File: src/rtl/bcd_clock_pkg.sv
package bcd_clock_pkg;

    typedef enum logic [2:0] {
        POS_HRS_T,
        POS_HRS_U,
        POS_MIN_T,
        POS_MIN_U,
        POS_SEC_T,
        POS_SEC_U
    } scan_pos_e;

    // active-low segment pattern, bit 7 = point (kept dark)
    function automatic logic [7:0] seg_code(input logic [3:0] d);
        logic [7:0] s;
        unique case (d)
            4'd0:    s = 8'hC0;
            4'd1:    s = 8'hF9;
            4'd2:    s = 8'hA4;
            4'd3:    s = 8'hB0;
            4'd4:    s = 8'h99;
            4'd5:    s = 8'h92;
            4'd6:    s = 8'h82;
            4'd7:    s = 8'hF8;
            4'd8:    s = 8'h80;
            4'd9:    s = 8'h90;
            default: s = 8'hFF;
        endcase
        return s;
    endfunction

endpackage

File: src/rtl/tick_gen.sv
module tick_gen #(
    parameter int TICK_DIV = 50_000_000
) (
    input  logic clk,
    input  logic rst_n,
    input  logic run,
    output logic tick
);
    localparam int CW = (TICK_DIV > 1) ? $clog2(TICK_DIV) : 1;
    localparam logic [CW-1:0] LAST = CW'(TICK_DIV - 1);

    logic [CW-1:0] cnt;

    always_ff @(posedge clk or negedge rst_n) begin
        if (!rst_n)
            cnt <= '0;
        else if (run)
            cnt <= (cnt == LAST) ? '0 : cnt + 1'b1;
    end

    assign tick = run && (cnt == LAST);

    // two ticks never fall on adjacent cycles when the divide is above one
    p_tick_spacing_r2: assert property (@(posedge clk) disable iff (!rst_n)
        (tick && TICK_DIV > 1) |=> !tick);

endmodule

File: src/rtl/bcd_stage.sv
module bcd_stage #(
    parameter int MAX_TENS  = 5,
    parameter int MAX_UNITS = 9
) (
    input  logic       clk,
    input  logic       rst_n,
    input  logic       inc,
    input  logic       load,
    input  logic [7:0] load_val,
    output logic [7:0] val,
    output logic       carry_out
);
    localparam logic [3:0] TMAX = 4'(MAX_TENS);
    localparam logic [3:0] UMAX = 4'(MAX_UNITS);

    logic       at_top;
    logic [3:0] ld_t, ld_u;

    assign at_top    = (val == {TMAX, UMAX});
    assign carry_out = inc && at_top;

    always_comb begin
        ld_t = (load_val[7:4] > TMAX) ? 4'd0 : load_val[7:4];
        if (load_val[3:0] > 4'd9 || (ld_t == TMAX && load_val[3:0] > UMAX))
            ld_u = 4'd0;
        else
            ld_u = load_val[3:0];
    end

    always_ff @(posedge clk or negedge rst_n) begin
        if (!rst_n)
            val <= 8'h00;
        else if (load)
            val <= {ld_t, ld_u};
        else if (inc) begin
            if (at_top)
                val <= 8'h00;
            else if (val[3:0] == 4'd9)
                val <= {val[7:4] + 4'd1, 4'd0};
            else
                val <= {val[7:4], val[3:0] + 4'd1};
        end
    end

    p_legal_bcd_r7: assert property (@(posedge clk) disable iff (!rst_n)
        val[3:0] <= 4'd9 && val[7:4] <= TMAX && !(val[7:4] == TMAX && val[3:0] > UMAX));

    p_wrap_zero_r3: assert property (@(posedge clk) disable iff (!rst_n)
        (carry_out && !load) |=> val == 8'h00);

    p_hold_r5: assert property (@(posedge clk) disable iff (!rst_n)
        (!inc && !load) |=> $stable(val));

endmodule

File: src/rtl/digit_scan.sv
module digit_scan
    import bcd_clock_pkg::*;
#(
    parameter int SCAN_DIV = 50_000
) (
    input  logic        clk,
    input  logic        rst_n,
    input  logic [23:0] time_bcd,
    output logic [7:0]  seg_n,
    output logic [5:0]  dig_n
);
    localparam int SW = (SCAN_DIV > 1) ? $clog2(SCAN_DIV) : 1;
    localparam logic [SW-1:0] DWELL_LAST = SW'(SCAN_DIV - 1);

    scan_pos_e    pos, pos_nxt;
    logic [SW-1:0] dwell;
    logic          advance;
    logic [3:0]    nib;

    assign advance = (dwell == DWELL_LAST);

    always_ff @(posedge clk or negedge rst_n) begin
        if (!rst_n) begin
            pos   <= POS_HRS_T;
            dwell <= '0;
        end else begin
            pos   <= pos_nxt;
            dwell <= advance ? '0 : dwell + 1'b1;
        end
    end

    always_comb begin
        pos_nxt = pos;
        if (advance) begin
            unique case (pos)
                POS_HRS_T: pos_nxt = POS_HRS_U;
                POS_HRS_U: pos_nxt = POS_MIN_T;
                POS_MIN_T: pos_nxt = POS_MIN_U;
                POS_MIN_U: pos_nxt = POS_SEC_T;
                POS_SEC_T: pos_nxt = POS_SEC_U;
                POS_SEC_U: pos_nxt = POS_HRS_T;
                default:   pos_nxt = POS_HRS_T;
            endcase
        end
    end

    always_comb begin
        unique case (pos)
            POS_HRS_T: begin nib = time_bcd[23:20]; dig_n = 6'b111110; end
            POS_HRS_U: begin nib = time_bcd[19:16]; dig_n = 6'b111101; end
            POS_MIN_T: begin nib = time_bcd[15:12]; dig_n = 6'b111011; end
            POS_MIN_U: begin nib = time_bcd[11:8];  dig_n = 6'b110111; end
            POS_SEC_T: begin nib = time_bcd[7:4];   dig_n = 6'b101111; end
            POS_SEC_U: begin nib = time_bcd[3:0];   dig_n = 6'b011111; end
            default:   begin nib = 4'hF;            dig_n = 6'b111111; end
        endcase
        seg_n = seg_code(nib);
    end

    p_one_cold_r8: assert property (@(posedge clk) disable iff (!rst_n)
        $countones(~dig_n) == 1);

    p_seg_lit_r9: assert property (@(posedge clk) disable iff (!rst_n)
        seg_n[7] && seg_n != 8'hFF);

endmodule

File: src/rtl/bcd_clock_top.sv
module bcd_clock_top #(
    parameter int TICK_DIV = 50_000_000,
    parameter int SCAN_DIV = 50_000
) (
    input  logic        clk,
    input  logic        rst_n,
    input  logic        pause,
    input  logic        load,
    input  logic [23:0] load_bcd,
    output logic [7:0]  seg_n,
    output logic [5:0]  dig_n
);
    logic        tick;
    logic        sec_co, min_co, day_wrap;
    logic [7:0]  sec_v, min_v, hrs_v;
    logic [23:0] time_bcd;

    tick_gen #(.TICK_DIV(TICK_DIV)) u_tick (
        .clk(clk), .rst_n(rst_n), .run(!pause), .tick(tick)
    );

    bcd_stage #(.MAX_TENS(5), .MAX_UNITS(9)) u_sec (
        .clk(clk), .rst_n(rst_n), .inc(tick), .load(load),
        .load_val(load_bcd[7:0]), .val(sec_v), .carry_out(sec_co)
    );

    bcd_stage #(.MAX_TENS(5), .MAX_UNITS(9)) u_min (
        .clk(clk), .rst_n(rst_n), .inc(sec_co), .load(load),
        .load_val(load_bcd[15:8]), .val(min_v), .carry_out(min_co)
    );

    bcd_stage #(.MAX_TENS(2), .MAX_UNITS(3)) u_hrs (
        .clk(clk), .rst_n(rst_n), .inc(min_co), .load(load),
        .load_val(load_bcd[23:16]), .val(hrs_v), .carry_out(day_wrap)
    );

    assign time_bcd = {hrs_v, min_v, sec_v};

    digit_scan #(.SCAN_DIV(SCAN_DIV)) u_scan (
        .clk(clk), .rst_n(rst_n), .time_bcd(time_bcd),
        .seg_n(seg_n), .dig_n(dig_n)
    );

    p_pause_freeze_r5: assert property (@(posedge clk) disable iff (!rst_n)
        (pause && !load) |=> $stable(time_bcd));

    p_midnight_r4: assert property (@(posedge clk) disable iff (!rst_n)
        (day_wrap && !load) |=> time_bcd == 24'h000000);

endmodule

File: config.mk
export PLATFORM = sky130hd
export DESIGN_NAME = bcd_clock_top
export DESIGN_NICKNAME = d
export VERILOG_FILES = /design/src/rtl/bcd_clock_pkg.sv /design/src/rtl/tick_gen.sv /design/src/rtl/bcd_stage.sv /design/src/rtl/digit_scan.sv /design/src/rtl/bcd_clock_top.sv
export SDC_FILE = /design/constraint.sdc
export NUM_CORES = 1
export LEC_CHECK = 0
export ABC_AREA = 1
export BUFFER_PORTS_ARGS = -buffer_cell sky130_fd_sc_hd__buf_2
export CAP_MARGIN = 20
export CORE_MARGIN = 3
export CORE_UTILIZATION = 66
export CTS_CLUSTER_DIAMETER = 120
export DETAILED_ROUTE_END_ITERATION = 7
export PLACE_DENSITY = 0.87
export SLEW_MARGIN = 25
export SYNTH_ARGS = -nofsm -noshare
export SYNTH_HDL_FRONTEND = slang
export SYNTH_HIERARCHICAL = 1
export SYNTH_SLANG_ARGS = --single-unit
export TNS_END_PERCENT = 100
File: constraint.sdc
create_clock -name clk -period 6.05 [get_ports clk]
set_input_delay 1.5125 -clock clk [delete_from_list [all_inputs] [get_ports clk]]
set_output_delay 1.5125 -clock clk [all_outputs]
set_load 0.03 [all_outputs]
==> flow_metrics.env, run 1 <==
export IMPL_setup_slack_ns=2.14
export IMPL_io_buffers=40
export IMPL_synthToLayoutAreaGrowth_pct=8.37
export IMPL_crit_type="reg -> out"
export IMPL_r2r_end="u_hrs/val[7]"
export IMPL_clock_latency_ns=0.34
export IMPL_grt_setup_unrepaired="no"
export IMPL_core_area_sq_mm=0.00741
export IMPL_crit_arrival_ns=2.40
export IMPL_hpwl_um=8460
export IMPL_dieArea_sq_mm=0.00889
export IMPL_first_global_vias=4367
export IMPL_ir_drop_v=0.000139
export IMPL_finalHoldViolations=0
export IMPL_stdcell_area_sq_mm=0.00557
export IMPL_yosysWarnings=6
export IMPL_mostFrequentLayoutCell="nand2_1"
export IMPL_crit_required_ns=4.54
export IMPL_end_kind="output port"
export IMPL_hp_class="reg -> reg"
export IMPL_firstDrtPassIters=6
export IMPL_place_gp_congestion=0.912
export IMPL_row_count=31
export IMPL_fin_cells=874
export IMPL_num_nets_final=817
export IMPL_tightest_slew_ns=0.873
export IMPL_start_kind="flip-flop"
export IMPL_finalPower_mw=1.09
export IMPL_wirelength_um=11300
export IMPL_overflow=0
export IMPL_crit_fanout=10
export IMPL_grt_usage_pct=26.8
export IMPL_antenna_cells=0
export IMPL_drtAntennaViolNets=0
export IMPL_holdCritStartpoint="u_scan/dwell[0]"
export IMPL_holdWs_ns=0.465
export IMPL_drive_above_1_share_pct=18.1
export IMPL_final_setup_viol_count=0
export IMPL_dp_worst_setup_slack_ns=2.37
export IMPL_hold_end="u_scan/dwell[0]"
export IMPL_num_vias=4774
export IMPL_cts_max_level=3
export IMPL_viasPerCell=5.46
export IMPL_p_seq_share_pct=50.6
export IMPL_start_util_pct=69.4
export IMPL_avgSynthCellArea_sq_um=7.08
export IMPL_utilization_pct=75.2
export IMPL_cts_buffers=9
export IMPL_r2r_slack_ns=3.08
export IMPL_fin_crit_sh_pct=64.6
export IMPL_drv_cap=0
export IMPL_powerDensity_mw_per_mm2=195
export IMPL_hold_buffers=0
export IMPL_skew_ns=0.00806
export IMPL_cts_resized=0
export IMPL_switching_share_pct=33.0
export IMPL_grt_pass1_wl_um=19200
export IMPL_fillers=580
export IMPL_die_w_um=94.3
export IMPL_most_common_layout_cells="nand2_1 (183), inv_1 (103), nor2_1 (95)"
export IMPL_post_route_min_period_ns=3.91
export IMPL_drc=0
export IMPL_final_setup_tns_ns=0
export IMPL_power_switching_uw=359
export IMPL_cts_sinks=69
export IMPL_cts_clk_slew_worst_paths_ns=0.07
export IMPL_reg2regPathDepth=16
export IMPL_drv_slew=0
export IMPL_antenna_found_initial=0
export IMPL_post_drt_wl_per_cell_um=12.9
export IMPL_io_pins=42
export IMPL_dp_cells=859
export IMPL_r2r_start="u_tick/cnt[0]"
export IMPL_die_h_um=94.3
export IMPL_whs_path_depth=1
export IMPL_dr_first_iter_drc_count=244
export IMPL_p_int_uw=727
export IMPL_fmax_mhz=256
export IMPL_cts_setup_buffers=0
export IMPL_syn_inst=727
export IMPL_cts_root_buf="clkbuf_8"
export IMPL_placed_area_sq_mm=0.00540
export IMPL_status="completed"
export IMPL_grt_max_degree=70
export IMPL_slew_headroom_pct=41.8
export IMPL_leakagePower_nw=3.02
export IMPL_combPwrFrac_pct=18.4
export IMPL_pwr_share_clk_pct=31.0
export IMPL_synth_area_sq_mm=0.00514
export IMPL_clockBufferDepth=2
export IMPL_cts_tree="built"
export IMPL_synth_nets=773
how the worst max path moves through the flow:
stage	startpoint	endpoint	slack (ns)	cells past startpoint
after CTS	u_scan/pos[0]	seg_n[3]	2.14	14
after global routing	u_scan/pos[0]	seg_n[3]	1.99	14
after global placement	pause	u_hrs/val[6]	2.46	13
final	u_scan/pos[0]	seg_n[3]	2.14	14
after floorplan	u_scan/pos[2]	seg_n[1]	2.69	9
after detailed placement	pause	u_hrs/val[6]	2.37	13
worst max-delay path, cell delays in order (launching register included):
cell,delay (ns)
dfrtp_1,0.68
inv_4,0.13
nand2_4,0.12
nor2_2,0.05
nand2_1,0.07
nand2_1,0.05
nor2_1,0.12
nand2_2,0.10
inv_2,0.08
ha_1,0.24
nand2_1,0.07
nand2_1,0.05
nand2_1,0.06
nand2_1,0.04
buf_2,0.17
routing by layer:
metal  vias to the layer above  track usage [%]  part of all wire, %
met1                      2223             36.5                   46
met4                         0             7.82                  1.6
met3                        23             4.57                  5.4
met2                       150             43.9                   47
met5                         -                0                    0
li1                       2378                -                    -
flip-flops by register name, summed over array words and instances, names as in the netlist:
register / cells
u_tick/cnt: 26
u_scan/dwell: 16
u_hrs/val: 8
u_min/val: 8
u_sec/val: 8
u_scan/pos: 3
power groups by stage:
stage	clock network [mW]	registers [mW]	logic, mW
after floorplan	0	0.542	0.151
after detailed placement	0	0.556	0.199
final	0.336	0.549	0.200
after global routing	0.362	0.553	0.230
after CTS	0.344	0.547	0.200
after global placement	0	0.554	0.188
final cells by class:
cell class / count / area [sq um] / area share, %
flip-flops and latches: 69 / 1730 / 31.0
inverters: 117 / 457 / 8.19
repair buffers: 41 / 208 / 3.73
clock inverters: 5 / 37.5 / 0.673
well taps: 99 / 124 / 2.22
clock buffers: 10 / 138 / 2.47
multi-input cells: 533 / 2880 / 51.7
No activity file was read; power rests on OpenSTA's default activity.
==> inputs of run 2 (changes only) <==
- ABC_AREA: 1 -> 0
- CORE_UTILIZATION: 66 -> 60
- PLACE_DENSITY: 0.87 -> 0.8
- clock period: 6.05 -> 3.8 ns (I/O delays scaled with it)
==> run 2 against run 1 <==
Power up 59%. Via count down 19%. Synthesized cell count down 34%. Routed wire length down 14%. Die area down 2.5%. Sequential share of layout area up 3.4 points. Critical path depth down 8. Cell count down 28%. Largest cell class unchanged.
==> flow_metrics.env, run 2 <==
export IMPL_status="completed"
export IMPL_cts_max_level=3
export IMPL_mostFrequentLayoutCell="dfrtp_1"
export IMPL_wl_met2_um=4520
export IMPL_final_setup_viol_count=0
export IMPL_ir_drop_v=0.000217
export IMPL_grt_setup_unrepaired="no"
export IMPL_post_route_min_period_ns=3.60
export IMPL_start_util_pct=62.4
export IMPL_drtAntennaViolNets=0
export IMPL_dr_first_iter_drc_count=287
export IMPL_placed_area_sq_mm=0.00481
export IMPL_drv_cap=0
export IMPL_tightest_slew_ns=0.866
export IMPL_top_regs="u_tick/cnt x26, u_scan/dwell x16"
export IMPL_final_setup_tns_ns=0
export IMPL_num_nets_final=571
export IMPL_io_buffers=40
export IMPL_start_kind="flip-flop"
export IMPL_crit_arrival_ns=2.65
export IMPL_io_pins=42
export IMPL_hpwl_um=6890
export IMPL_die_w_um=93.1
export IMPL_firstDrtPassIters=5
export IMPL_row_count=31
export IMPL_grt_usage_pct=23.0
export IMPL_cts_tree="built"
export IMPL_drc=0
export IMPL_first_global_vias=3508
export IMPL_leakagePower_nw=2.27
export IMPL_clockBufferDepth=2
export IMPL_finalHoldViolations=0
export IMPL_slew_headroom_pct=42.3
export IMPL_crit_type="reg -> out"
export IMPL_hold_buffers=0
export IMPL_clock_latency_ns=0.34
export IMPL_cts_sinks=69
export IMPL_crit_required_ns=2.85
export IMPL_grt_pass1_wl_um=16200
export IMPL_synthToLayoutAreaGrowth_pct=10.5
export IMPL_post_drt_wl_per_cell_um=15.5
export IMPL_highest_layer="met4"
export IMPL_syn_inst=483
export IMPL_largest_register="u_tick/cnt"
export IMPL_yosysWarnings=6
export IMPL_drive_above_1_share_pct=17.4
export IMPL_skew_ns=0.00642
export IMPL_drv_slew=0
export IMPL_most_common_layout_cells="dfrtp_1 (69), buf_2 (40), nand2_1 (38)"
export IMPL_hp_class="reg -> reg"
export IMPL_dp_worst_setup_slack_ns=0.0474
export IMPL_avgSynthCellArea_sq_um=9.42
export IMPL_overflow=0
export IMPL_antenna_cells=0
export IMPL_powerDensity_mw_per_mm2=343
export IMPL_end_kind="output port"
export IMPL_antenna_found_initial=0
export IMPL_fin_crit_sh_pct=94.7
export IMPL_viasPerCell=6.13
export IMPL_synth_area_sq_mm=0.00455
export IMPL_cts_clk_slew_worst_paths_ns=0.07
export IMPL_grt_max_degree=52
export IMPL_synth_nets=529
export IMPL_place_gp_congestion=0.889
export IMPL_die_h_um=93.1
export IMPL_largest_register_ffs=26
export IMPL_dieArea_sq_mm=0.00867
export IMPL_route_met3_wl_um=457
export IMPL_utilization_pct=69.0
export IMPL_core_area_sq_mm=0.00729
export IMPL_wl_met1_um=4630
export IMPL_num_vias=3847
export IMPL_setup_slack_ns=0.200
export IMPL_cts_root_buf="clkbuf_8"
export IMPL_cts_buffers=9
export IMPL_fmax_mhz=278
export IMPL_crit_fanout=21
export IMPL_wirelength_um=9710
export IMPL_stdcell_area_sq_mm=0.00503
## run 2: final timing paths
| path | start | slack [ns] | to | depth (start not counted) |
|---|---|---|---|---|
| setup / recovery | u_scan/pos[2] | 0.20 | seg_n[3] | 6 |
| min in group asynchronous | rst_n | 0.63 | u_scan/dwell[10] | 1 |
| hold / removal | u_scan/dwell[5] | 0.50 | u_scan/dwell[5] | 1 |
| setup reg to reg | u_tick/cnt[7] | 0.29 | u_hrs/val[7] | 11 |
| max in group asynchronous | rst_n | 2.40 | u_tick/cnt[17] | 2 |
| hold reg to reg | u_scan/dwell[5] | 0.50 | u_scan/dwell[5] | 1 |
## run 2: stage by stage
stage / hold slack, ns / total power [mW] / instances
6_report: 0.503 / 1.72 / 628
5_1_grt: 0.528 / 1.81 / 628
4_1_cts: 0.504 / 1.74 / 627
3_5_place_dp: 0.490 / 1.12 / 612
3_3_place_gp: 0.476 / 1.11 / 612
2_1_floorplan: 0.450 / 1.03 / 483
## run 2: what timing repair did
action / CTS / global route
setup endpoints to repair: 0 / 1
buffers inserted: 0 / 1
resized for setup: 0 / 1
## run 2: power by group
part | total, mW | switching [mW] | internal (mW)
Combinational | 0.237 | 0.133 | 0.104
Clock | 0.610 | 0.274 | 0.336
Sequential | 0.878 | 0.0906 | 0.787
Total | 1.72 | 0.498 | 1.23
## run 2: area by class of cell
cell class,count,area [sq um]
repair buffers,46,245
clock buffers,12,155
flip-flops and latches,69,1730
inverters,28,105
multi-input cells,371,2630
fillers,599,2260
clock inverters,3,45.0
well taps,99,124
## run 2: per-layer routing
layer	GRT usage (%)	vias to the layer above
met3	4.10	8
met5	0	-
met2	35.2	101
met4	7.33	0
li1	-	1867
met1	33.4	1871
## run 2: worst max-delay path, stage by stage, from the launching register on
cell and delay [ns]:
dfrtp_1 0.84, nor2_1 0.14, a31oi_1 0.27, o311ai_2 0.21, ha_1 0.36, a221o_1 0.31, buf_2 0.18
==> inputs of run 3 (changes only) <==
==> constraint.sdc (replaced) <==
create_clock -name clk -period 3.8 [get_ports clk]
set_input_delay 0.19 -clock clk [delete_from_list [all_inputs] [get_ports clk]]
set_output_delay 0.19 -clock clk [all_outputs]
set_load 0.03 [all_outputs]
==> run 3 against run 2 <==
Sequential share of layout area down 0.28 points. Register-to-register slack got worse by 0.04 ns. Clock skew up 0.0042 ns. Clock-buffer cell count down 2. Critical path type is now reg -> reg. Largest power group unchanged.
==> flow_metrics.env, run 3 (synthesis results as in run 2) <==
export IMPL_largest_register="u_tick/cnt"
export IMPL_leakagePower_nw=2.29
export IMPL_post_drt_wl_per_cell_um=15.9
export IMPL_drv_slew=0
export IMPL_fillers=586
export IMPL_overflow=0
export IMPL_wirelength_um=9990
export IMPL_cts_tree="built"
export IMPL_core_area_sq_mm=0.00729
export IMPL_cts_clk_slew_worst_paths_ns=0.08
export IMPL_crit_arrival_ns=3.82
export IMPL_top_regs="u_tick/cnt x26, u_scan/dwell x16"
export IMPL_critPathMaxStageDelay_ns=0.46
export IMPL_cts_root_buf="clkbuf_8"
export IMPL_viasPerCell=6.16
export IMPL_grt_pass1_wl_um=16500
export IMPL_row_count=31
export IMPL_grt_setup_unrepaired="no"
export IMPL_final_setup_viol_count=0
export IMPL_die_h_um=93.1
export IMPL_end_kind="flip-flop"
export IMPL_io_buffers=40
export IMPL_status="completed"
export IMPL_cp_cell_sequence="nor4b_1, nand4b_1, buf_4, nor4_4, nand4b_4, and2b_1, and4b_1, and3_2, inv_1, or2_4, or3_1, a21oi_1"
export IMPL_start_util_pct=62.4
export IMPL_first_global_vias=3603
export IMPL_synthToLayoutAreaGrowth_pct=11.4
export IMPL_skew_ns=0.0106
export IMPL_register_area_sq_mm=0.00173
export IMPL_crit_fanout=7
export IMPL_cp_top_family="simple AND/OR/NAND/NOR gates"
export IMPL_critPathBufInv=2
export IMPL_largest_register_ffs=26
export IMPL_place_gp_congestion=0.852
export IMPL_utilization_pct=69.5
export IMPL_antenna_cells=0
export IMPL_crit_type="reg -> reg"
export IMPL_final_setup_tns_ns=0
export IMPL_clockBufferDepth=2
export IMPL_cp_slowest_cell="dfrtp_1"
export IMPL_tightest_slew_ns=0.838
export IMPL_grt_max_degree=52
export IMPL_start_kind="flip-flop"
export IMPL_crit_required_ns=4.06
export IMPL_cts_max_level=3
export IMPL_cts_sinks=69
export IMPL_finalHoldViolations=0
export IMPL_antenna_found_initial=0
export IMPL_multi_input_area_sq_mm=0.00264
export IMPL_die_w_um=93.1
export IMPL_fmax_mhz=282
export IMPL_mostFrequentLayoutCell="dfrtp_1"
export IMPL_slew_headroom_pct=44.1
export IMPL_dr_first_iter_drc_count=160
export IMPL_drtAntennaViolNets=0
export IMPL_most_common_layout_cells="dfrtp_1 (69), buf_2 (40), nand2_1 (38)"
export IMPL_hpwl_um=7030
export IMPL_num_vias=3875
export IMPL_clock_latency_ns=0.35
export IMPL_placed_area_sq_mm=0.00480
export IMPL_ir_drop_v=0.000278
export IMPL_holdWs_ns=0.0951
export IMPL_dieArea_sq_mm=0.00867
export IMPL_drc=0
export IMPL_powerDensity_mw_per_mm2=356
export IMPL_io_pins=42
export IMPL_grt_usage_pct=23.7
export IMPL_r2r_start="u_tick/cnt[7]"
export IMPL_cts_buffers=9
export IMPL_holdCritStartpoint="load_bcd[0]"
export IMPL_firstDrtPassIters=4
export IMPL_drv_cap=0
export IMPL_drive_above_1_share_pct=17.9
export IMPL_num_nets_final=571
export IMPL_finalPower_mw=1.80
export IMPL_hp_class="in -> reg"
export IMPL_post_route_min_period_ns=3.55
export IMPL_stdcell_area_sq_mm=0.00507
export IMPL_startpoint="u_tick/cnt[7]"
export IMPL_fin_crit_sh_pct=93.5
[run 3: layout make-up]
cell class / count / share of cell area (%)
Clock inverter: 6 / 1.85
Clock buffer: 10 / 2.71
Timing Repair Buffer: 46 / 4.89
Tap cell: 99 / 2.44
Inverter: 28 / 2.07
Multi-Input combinational cell: 371 / 52.0
Sequential cell: 69 / 34.1
[run 3: through the flow]
| stage | setup slack (ns) | std cells |
|---|---|---|
| 2_1_floorplan | 0.339 | 483 |
| 3_3_place_gp | 0.336 | 611 |
| 3_5_place_dp | 0.234 | 611 |
| 4_1_cts | 0.198 | 628 |
| 5_1_grt | 0.0249 | 629 |
| 6_report | 0.248 | 629 |
[run 3: repair_timing]
item,in CTS,in global routing
setup endpoints to repair,0,1
setup buffers,0,1
resized for setup,0,3
hold buffers,1,0
endpoints found under the hold margin,33,0
[run 3: per-layer routing]
layer,track usage (%),share of wire [%],vias to the layer above
met4,10.0,1.9,0
met1,32.0,46,1881
met2,37.6,48,104
met3,4.02,4.3,20
met5,0,0,-
li1,-,-,1870
[run 3: final timing paths]
kind                                    end  slack, ns  depth (start not counted)
min                            u_sec/val[0]        0.1                          3
max                            u_hrs/val[7]       0.25                         12
min in group asynchronous  u_scan/dwell[12]       0.43                          2
max reg2reg                    u_hrs/val[7]       0.25                         12
max in group asynchronous      u_hrs/val[3]       2.41                          3
min reg2reg                 u_scan/dwell[0]       0.49                          1
[run 3: worst register-to-register path, delay by kind of cell, from the launching register on]
family	cells	cell delay [ns]
AND/OR/NAND/NOR	9	2.56
flip-flops	1	0.46
buffers and inverters	2	0.32
AO/OA/AOI/OAI	1	0.14
[run 3: power breakdown]
part           switching (mW)  internal [mW]  leakage, nW
logic                   0.135          0.104         1.28
registers              0.0912          0.787        0.899
clock network           0.297          0.392        0.113
total                   0.522           1.28         2.29
